[src/rtl/dec_pkg.sv]
package dec_pkg;
  localparam int CODE_W  = 8;
  localparam int NUM_EVT = 1 << CODE_W;
  localparam int NUM_CH  = 2;
  localparam int DATA_W  = 32;
  localparam int ADDR_W  = 4;

  // one channel's control fields, LSB first: code, mode, user, supervisor
  typedef struct packed {
    logic              sup_en;
    logic              user_en;
    logic              occ_mode;
    logic [CODE_W-1:0] code;
  } chan_cfg_t;

  localparam int CFG_W       = $bits(chan_cfg_t);
  localparam int POWER_BIT   = 0;
  localparam int CH_BASE     = 1;
  localparam int CHAIN_BIT   = DATA_W - 1;

  localparam logic [ADDR_W-1:0] ADR_CTL = 4'h0;
  localparam logic [ADDR_W-1:0] ADR_C0  = 4'h4;
  localparam logic [ADDR_W-1:0] ADR_C1  = 4'h8;

  function automatic logic [DATA_W-1:0] ctl_mask();
    logic [DATA_W-1:0] m;
    m = '0;
    m[POWER_BIT] = 1'b1;
    m[CHAIN_BIT] = 1'b1;
    for (int c = 0; c < NUM_CH; c++)
      for (int b = 0; b < CFG_W; b++)
        m[CH_BASE + c*CFG_W + b] = 1'b1;
    return m;
  endfunction
endpackage

[src/rtl/dec_event_sel.sv]
module dec_event_sel
  import dec_pkg::*;
(
  input  logic               clk,
  input  logic               rst,
  input  logic [NUM_EVT-1:0] evt_in,
  input  chan_cfg_t          cfg,
  input  logic               priv_super,
  input  logic               power,
  output logic               hit
);
  logic sel;
  logic prev_q;
  logic priv_ok;
  logic cond;

  assign sel     = evt_in[cfg.code];
  assign priv_ok = priv_super ? cfg.sup_en : cfg.user_en;
  assign cond    = cfg.occ_mode ? (sel & ~prev_q) : sel;
  assign hit     = power & priv_ok & cond;

  // last sampled level of the selected line, kept up to date at all times
  always_ff @(posedge clk) begin
    if (rst) prev_q <= 1'b0;
    else     prev_q <= sel;
  end
endmodule

[src/rtl/dec_counter.sv]
module dec_counter #(
  parameter int CNT_W = 32
) (
  input  logic             clk,
  input  logic             rst,
  input  logic             wr_en,
  input  logic [CNT_W-1:0] wr_val,
  input  logic             inc,
  output logic [CNT_W-1:0] count,
  output logic             carry
);
  assign carry = inc & ~wr_en & (&count);

  always_ff @(posedge clk) begin
    if (rst)        count <= '0;
    else if (wr_en) count <= wr_val;
    else if (inc)   count <= count + 1'b1;
  end
endmodule

[src/rtl/dual_event_counter.sv]
module dual_event_counter
  import dec_pkg::*;
#(
  parameter int CNT_W = 32
) (
  input  logic               clk,
  input  logic               rst,
  input  logic               reg_wr,
  input  logic [ADDR_W-1:0]  reg_addr,
  input  logic [DATA_W-1:0]  reg_wdata,
  output logic [DATA_W-1:0]  reg_rdata,
  input  logic [NUM_EVT-1:0] evt_in,
  input  logic               priv_super
);
  localparam logic [DATA_W-1:0] MASK = ctl_mask();

  logic [DATA_W-1:0] ctl_q;
  logic [CNT_W-1:0]  cnt_q [NUM_CH];
  logic [NUM_CH-1:0] hit;
  logic [NUM_CH-1:0] inc;
  logic [NUM_CH-1:0] carry;
  logic [NUM_CH-1:0] cnt_wr;
  logic              wr_ctl;
  logic              power;
  logic              chain;

  assign wr_ctl = reg_wr && (reg_addr == ADR_CTL);
  assign power  = ctl_q[POWER_BIT];
  assign chain  = ctl_q[CHAIN_BIT];

  always_ff @(posedge clk) begin
    if (rst)         ctl_q <= '0;
    else if (wr_ctl) ctl_q <= reg_wdata & MASK;
  end

  for (genvar g = 0; g < NUM_CH; g++) begin : g_ch
    chan_cfg_t cfg;
    assign cfg       = ctl_q[CH_BASE + g*CFG_W +: CFG_W];
    assign cnt_wr[g] = reg_wr && (reg_addr == ADR_C0 + ADDR_W'(4*g));

    dec_event_sel u_sel (
      .clk        (clk),
      .rst        (rst),
      .evt_in     (evt_in),
      .cfg        (cfg),
      .priv_super (priv_super),
      .power      (power),
      .hit        (hit[g])
    );

    if (g == 0) begin : g_low
      assign inc[g] = hit[g];
    end else begin : g_up
      // chained: the next-lower counter's wrap replaces this channel's event
      assign inc[g] = chain ? carry[g-1] : hit[g];
    end

    dec_counter #(.CNT_W(CNT_W)) u_cnt (
      .clk    (clk),
      .rst    (rst),
      .wr_en  (cnt_wr[g]),
      .wr_val (reg_wdata[CNT_W-1:0]),
      .inc    (inc[g]),
      .count  (cnt_q[g]),
      .carry  (carry[g])
    );
  end

  always_comb begin
    reg_rdata = '0;
    if (reg_addr == ADR_CTL)     reg_rdata = ctl_q;
    else if (reg_addr == ADR_C0) reg_rdata = DATA_W'(cnt_q[0]);
    else if (reg_addr == ADR_C1) reg_rdata = DATA_W'(cnt_q[1]);
  end
endmodule

[config.mk]
export PLATFORM = sky130hd
export DESIGN_NAME = dual_event_counter
export DESIGN_NICKNAME = d
export VERILOG_FILES = /design/src/rtl/dec_pkg.sv /design/src/rtl/dec_event_sel.sv /design/src/rtl/dec_counter.sv /design/src/rtl/dual_event_counter.sv
export SDC_FILE = /design/constraint.sdc
export NUM_CORES = 1
export LEC_CHECK = 0
export BUFFER_PORTS_ARGS = -buffer_cell sky130_fd_sc_hd__buf_2
export CAP_MARGIN = 10
export CORE_MARGIN = 5
export CORE_UTILIZATION = 30
export DETAILED_ROUTE_END_ITERATION = 8
export MAX_ROUTING_LAYER = met4
export PLACE_DENSITY_LB_ADDON = 0.25
export SYNTH_ARGS = -nofsm -noshare
export SYNTH_HDL_FRONTEND = slang
export SYNTH_SLANG_ARGS = --single-unit
[constraint.sdc]
create_clock -name clk -period 8.38 [get_ports clk]
set_input_delay 1.676 -clock clk [delete_from_list [all_inputs] [get_ports clk]]
set_output_delay 1.676 -clock clk [all_outputs]
set_load 0.1 [all_outputs]
==> results by group <==
Power and ir drop
  – Overall Power: 1180 uW
  – Worst vdd ir: 75.7 uV
  – Sw frac: 0.297
  – Clk pwr share: 0.375
  – Internal power component: 832 uW
  – Sequential Power Share: 0.391
  – Power density cells: 97.5 nW/um^2
  – Switching pwr: 351 uW
  – Combinational power share: 0.234
  – Lkg Pwr: 0.00424 uW

Clocking
  – Clock tree buffer depth: 2
  – Clk Tree Root Cell: clkbuf_16
  – TritonCTS buffer count: 9
  – Clock Latency Late Sink: 0.36 ns
  – Hold-fix buffers, CTS: 0
  – Htree depth: 3
  – Post-CTS sizing: 0
  – CTS tree: built
  – Postcts setup bufs: 0
  – Total clock sinks: 90
  – Clk slew on worst S/H paths: 0.06 ns

Global route
  – Largest net degree at the start of global routing: 87
  – First-pass GRT wire length: 65,700 microns
  – Gr usage total: 0.229
  – Initial antenna violation count: 8
  – Vias in the first global route: 10,533
  – Residual overflow from global routing: 0

STA
  – Worst-Margin Slew: 1.14 ns
  – Setup violations, final: 0
  – RSZ-0062 raised after global routing: false
  – Post-Route Setup TNS: 0 ns
  – Crit path time final: 5.53 ns
  – Final hold violation count: 0
  – Worst relative slew slack: 0.219
  – Worst setup margin: 2.85 ns
  – Final slew viol count: 0
  – Highest clock rate: 181 MHz
  – Tcrit/Tclk final: 0.659
  – Final Skew: 0.00578 ns

Drt
  – Vias per cell: 5.89
  – Drt pass-1 iters: 5
  – Post-route ant nets: 0
  – Starting DRT DRC Count: 1,012
  – DR vias: 10,966
  – Drt drc: 0
  – Drt total wl: 43,900 microns
  – Routed len/inst: 23.6 microns

Logic synthesis
  – Top FF cell, synth: dfxtp_1
  – Netlist Area Pre-Place: 10,100 sq um
  – Syn_nets: 1,453
  – Post-synth EDFFs: 0
  – #FFs+latches synth: 90
  – Post-Syn Instances: 1,155
  – Synth unique cells: 67
  – Mean Syn Cell Area: 8.73 sq um
  – Ys Warns: 0
  – Sequential area share after synthesis: 0.179
  – Async S/R FF share, synth: 0

Setup path
  – R2R Path Start: ctl_q[12]
  – Critical path endpoint category: primary output
  – Worst path cell trace: buf_2, nor2b_2, buf_4, a22oi_1, nor2_1, buf_2
  – CP top delay family: buffers and inverters
  – R2r worst-path depth: 10
  – Slowest cell on crit path: nor2b_2
  – CP Launch Type: input port
  – Levels on crit path: 6
  – Flop2flop setup slack: 3.89 ns
  – R2r endpoint: g_ch[1].u_cnt.count[18]
  – Critical Path AT: 3.85 ns
  – Most used cell, CP: buf_2
  – Critical Path Fanout Max: 28
  – Crit path launch: reg_addr[2]
  – Worst EP required: 6.70 ns
  – Crit path capture: reg_rdata[26]
  – Crit Path Category: input port to primary output
  – Max incr delay on CP: 0.71 ns
  – Buf/Inv on CP: 3

Place
  – GP Congestion: 0.951
  – DPL Wire Length: 33,900 microns
  – DP Area: 11,800 sq um
  – Port bufs: 327
  – Pre-CTS setup slack: 2.62 ns

Floorplanning
  – Die area: 37,400 sq um
  – Initial Util: 0.302
  – Die Span Y: 193 microns
  – Chip width: 193 microns
  – Num rows: 67
  – Core area: 33,400 sq um
  – # IOs: 328

Cells and area
  – Multi-input logic area: 7580 sq um
  – FF+latch area: 1820 sq um
  – Utilization after layout: 0.364
  – Cell area after layout: 12,100 sq um
  – Nets@finish: 1,697
  – Share of cells above drive strength 1: 0.330
  – Filler instances: 3,621
  – Area Overhead vs Synth: 20.3%

Status
  – Outcome: completed

Hold path
  – Min-Delay Path Class: flop to flop

Flow run
  – Maxcap violations: 0
## cell usage after synthesis, drive strengths merged (2+ instances only)
cell type	n	area (sq um)
a21oi	60	300
ha	2	25.0
nor3	26	130
a31oi	10	62.6
and4b	2	20.0
a2111oi	9	78.8
nor4	14	87.6
or2	4	25.0
buf	50	404
nand2	103	387
nand2b	3	18.8
nand4	18	125
a22oi	46	345
a31o	4	35.0
o22ai	7	43.8
xnor2	21	184
o31ai	17	128
and3	19	119
o31a	2	17.5
clkbuf	58	219
o2111ai	2	17.5
dfxtp	90	1800
and2	6	37.5
nor2	133	499
a21bo	2	20.0
a311oi	34	298
mux2i	119	1190
and4	6	52.6
mux4	95	2200
nor2b	20	125
inv	24	90.1
or4	18	135
mux2	3	33.8
a22o	2	17.5
nand3b	4	30.0
or3	12	80.1
o21ai	10	50.1
a211oi	27	208
nand3	57	298
## per-layer routing
| layer | vias to the layer above | global-route usage | routed length (microns) | share of wire |
|---|---|---|---|---|
| li1 | 5034 | - | - | - |
| met1 | 5355 | 0.307 | 19200 | 0.44 |
| met2 | 522 | 0.354 | 20300 | 0.46 |
| met3 | 55 | 0.0400 | 3350 | 0.076 |
| met4 | 0 | 0.0726 | 1140 | 0.026 |
| met5 | - | - | 0 | 0 |
## kinds of logic after synthesis
kind of cell	share of synthesized area
adders and majority gates	0.00248
DFF	0.179
xor gates and xnor gates	0.0191
muxes	0.339
and+or+nand+nor	0.219
buffers and inverters	0.0707
AOI/OAI and AO/OA	0.171
## sequential cells by signal, summed over array words and instances (netlist names)
| register | cells |
|---|---|
| g_ch.u_cnt.count | 64 |
| ctl_q | 24 |
| g_ch.u_sel.prev_q | 2 |
## stage by stage
step	hold slack, ns	std cells
after CTS	0.471	1852
after global routing	0.492	1860
after floorplan	0.444	1155
final	0.474	1863
after detailed placement	0.462	1836
after global placement	0.457	1836
## power by group through the flow
stage                     Sequential, uW  Combinational [uW]  Clock (uW)
after CTS                            462                 275         447
after detailed placement             471                 273           0
final                                462                 276         444
after global routing                 464                 297         464
after global placement               472                 269           0
after floorplan                      461                 149           0
## worst min-delay path, stage by stage, from the launching register on
cell and delay, ns:
dfxtp_1 0.32, nand2_1 0.06, a21oi_1 0.05
## how the worst min path moves through the flow
stage                          from  slack, ns  cells past startpoint        end
after floorplan           ctl_q[11]       0.44                      2  ctl_q[11]
after global routing      ctl_q[11]       0.49                      2  ctl_q[11]
after global placement    ctl_q[11]       0.46                      2  ctl_q[11]
after CTS                 ctl_q[11]       0.47                      2  ctl_q[11]
final                     ctl_q[11]       0.47                      2  ctl_q[11]
after detailed placement  ctl_q[11]       0.46                      2  ctl_q[11]
## cell usage in the layout, fill, tap and decap left out, types with 3 or more instances in the layout
cell type and count:
a22oi_1 46, o31ai_1 17, dfxtp_2 3, or4_1 18, and4_1 6, and2_1 6
a31oi_1 10, mux2i_1 119, mux2_2 3, nand3b_1 4, and3_1 19, a2111oi_0 9
inv_1 24, mux4_2 80, nor3_1 25, o22ai_1 7, clkinv_2 4, mux4_1 15
buf_4 14, a211oi_1 26, nand2_1 103, a31o_2 4, buf_2 327, o21ai_0 10
a21oi_1 60, nor2b_1 19, nand2b_1 3, nor2_1 133, nand4_1 16, xnor2_1 21
or3_1 11, nand3_1 54, dfxtp_4 3, dfxtp_1 84, a311oi_1 34, nor4_1 14
clkbuf_16 9, diode_2 11
## layout make-up
type,instances,area share
Timing Repair Buffer,341,0.144
Inverter,24,0.00743
Tap cell,448,0.0462
Sequential cell,90,0.150
Clock buffer,9,0.0186
Multi-Input combinational cell,933,0.625
Clock inverter,7,0.00691
Antenna cell,11,0.00227
Power figures use the tool's default switching activity.
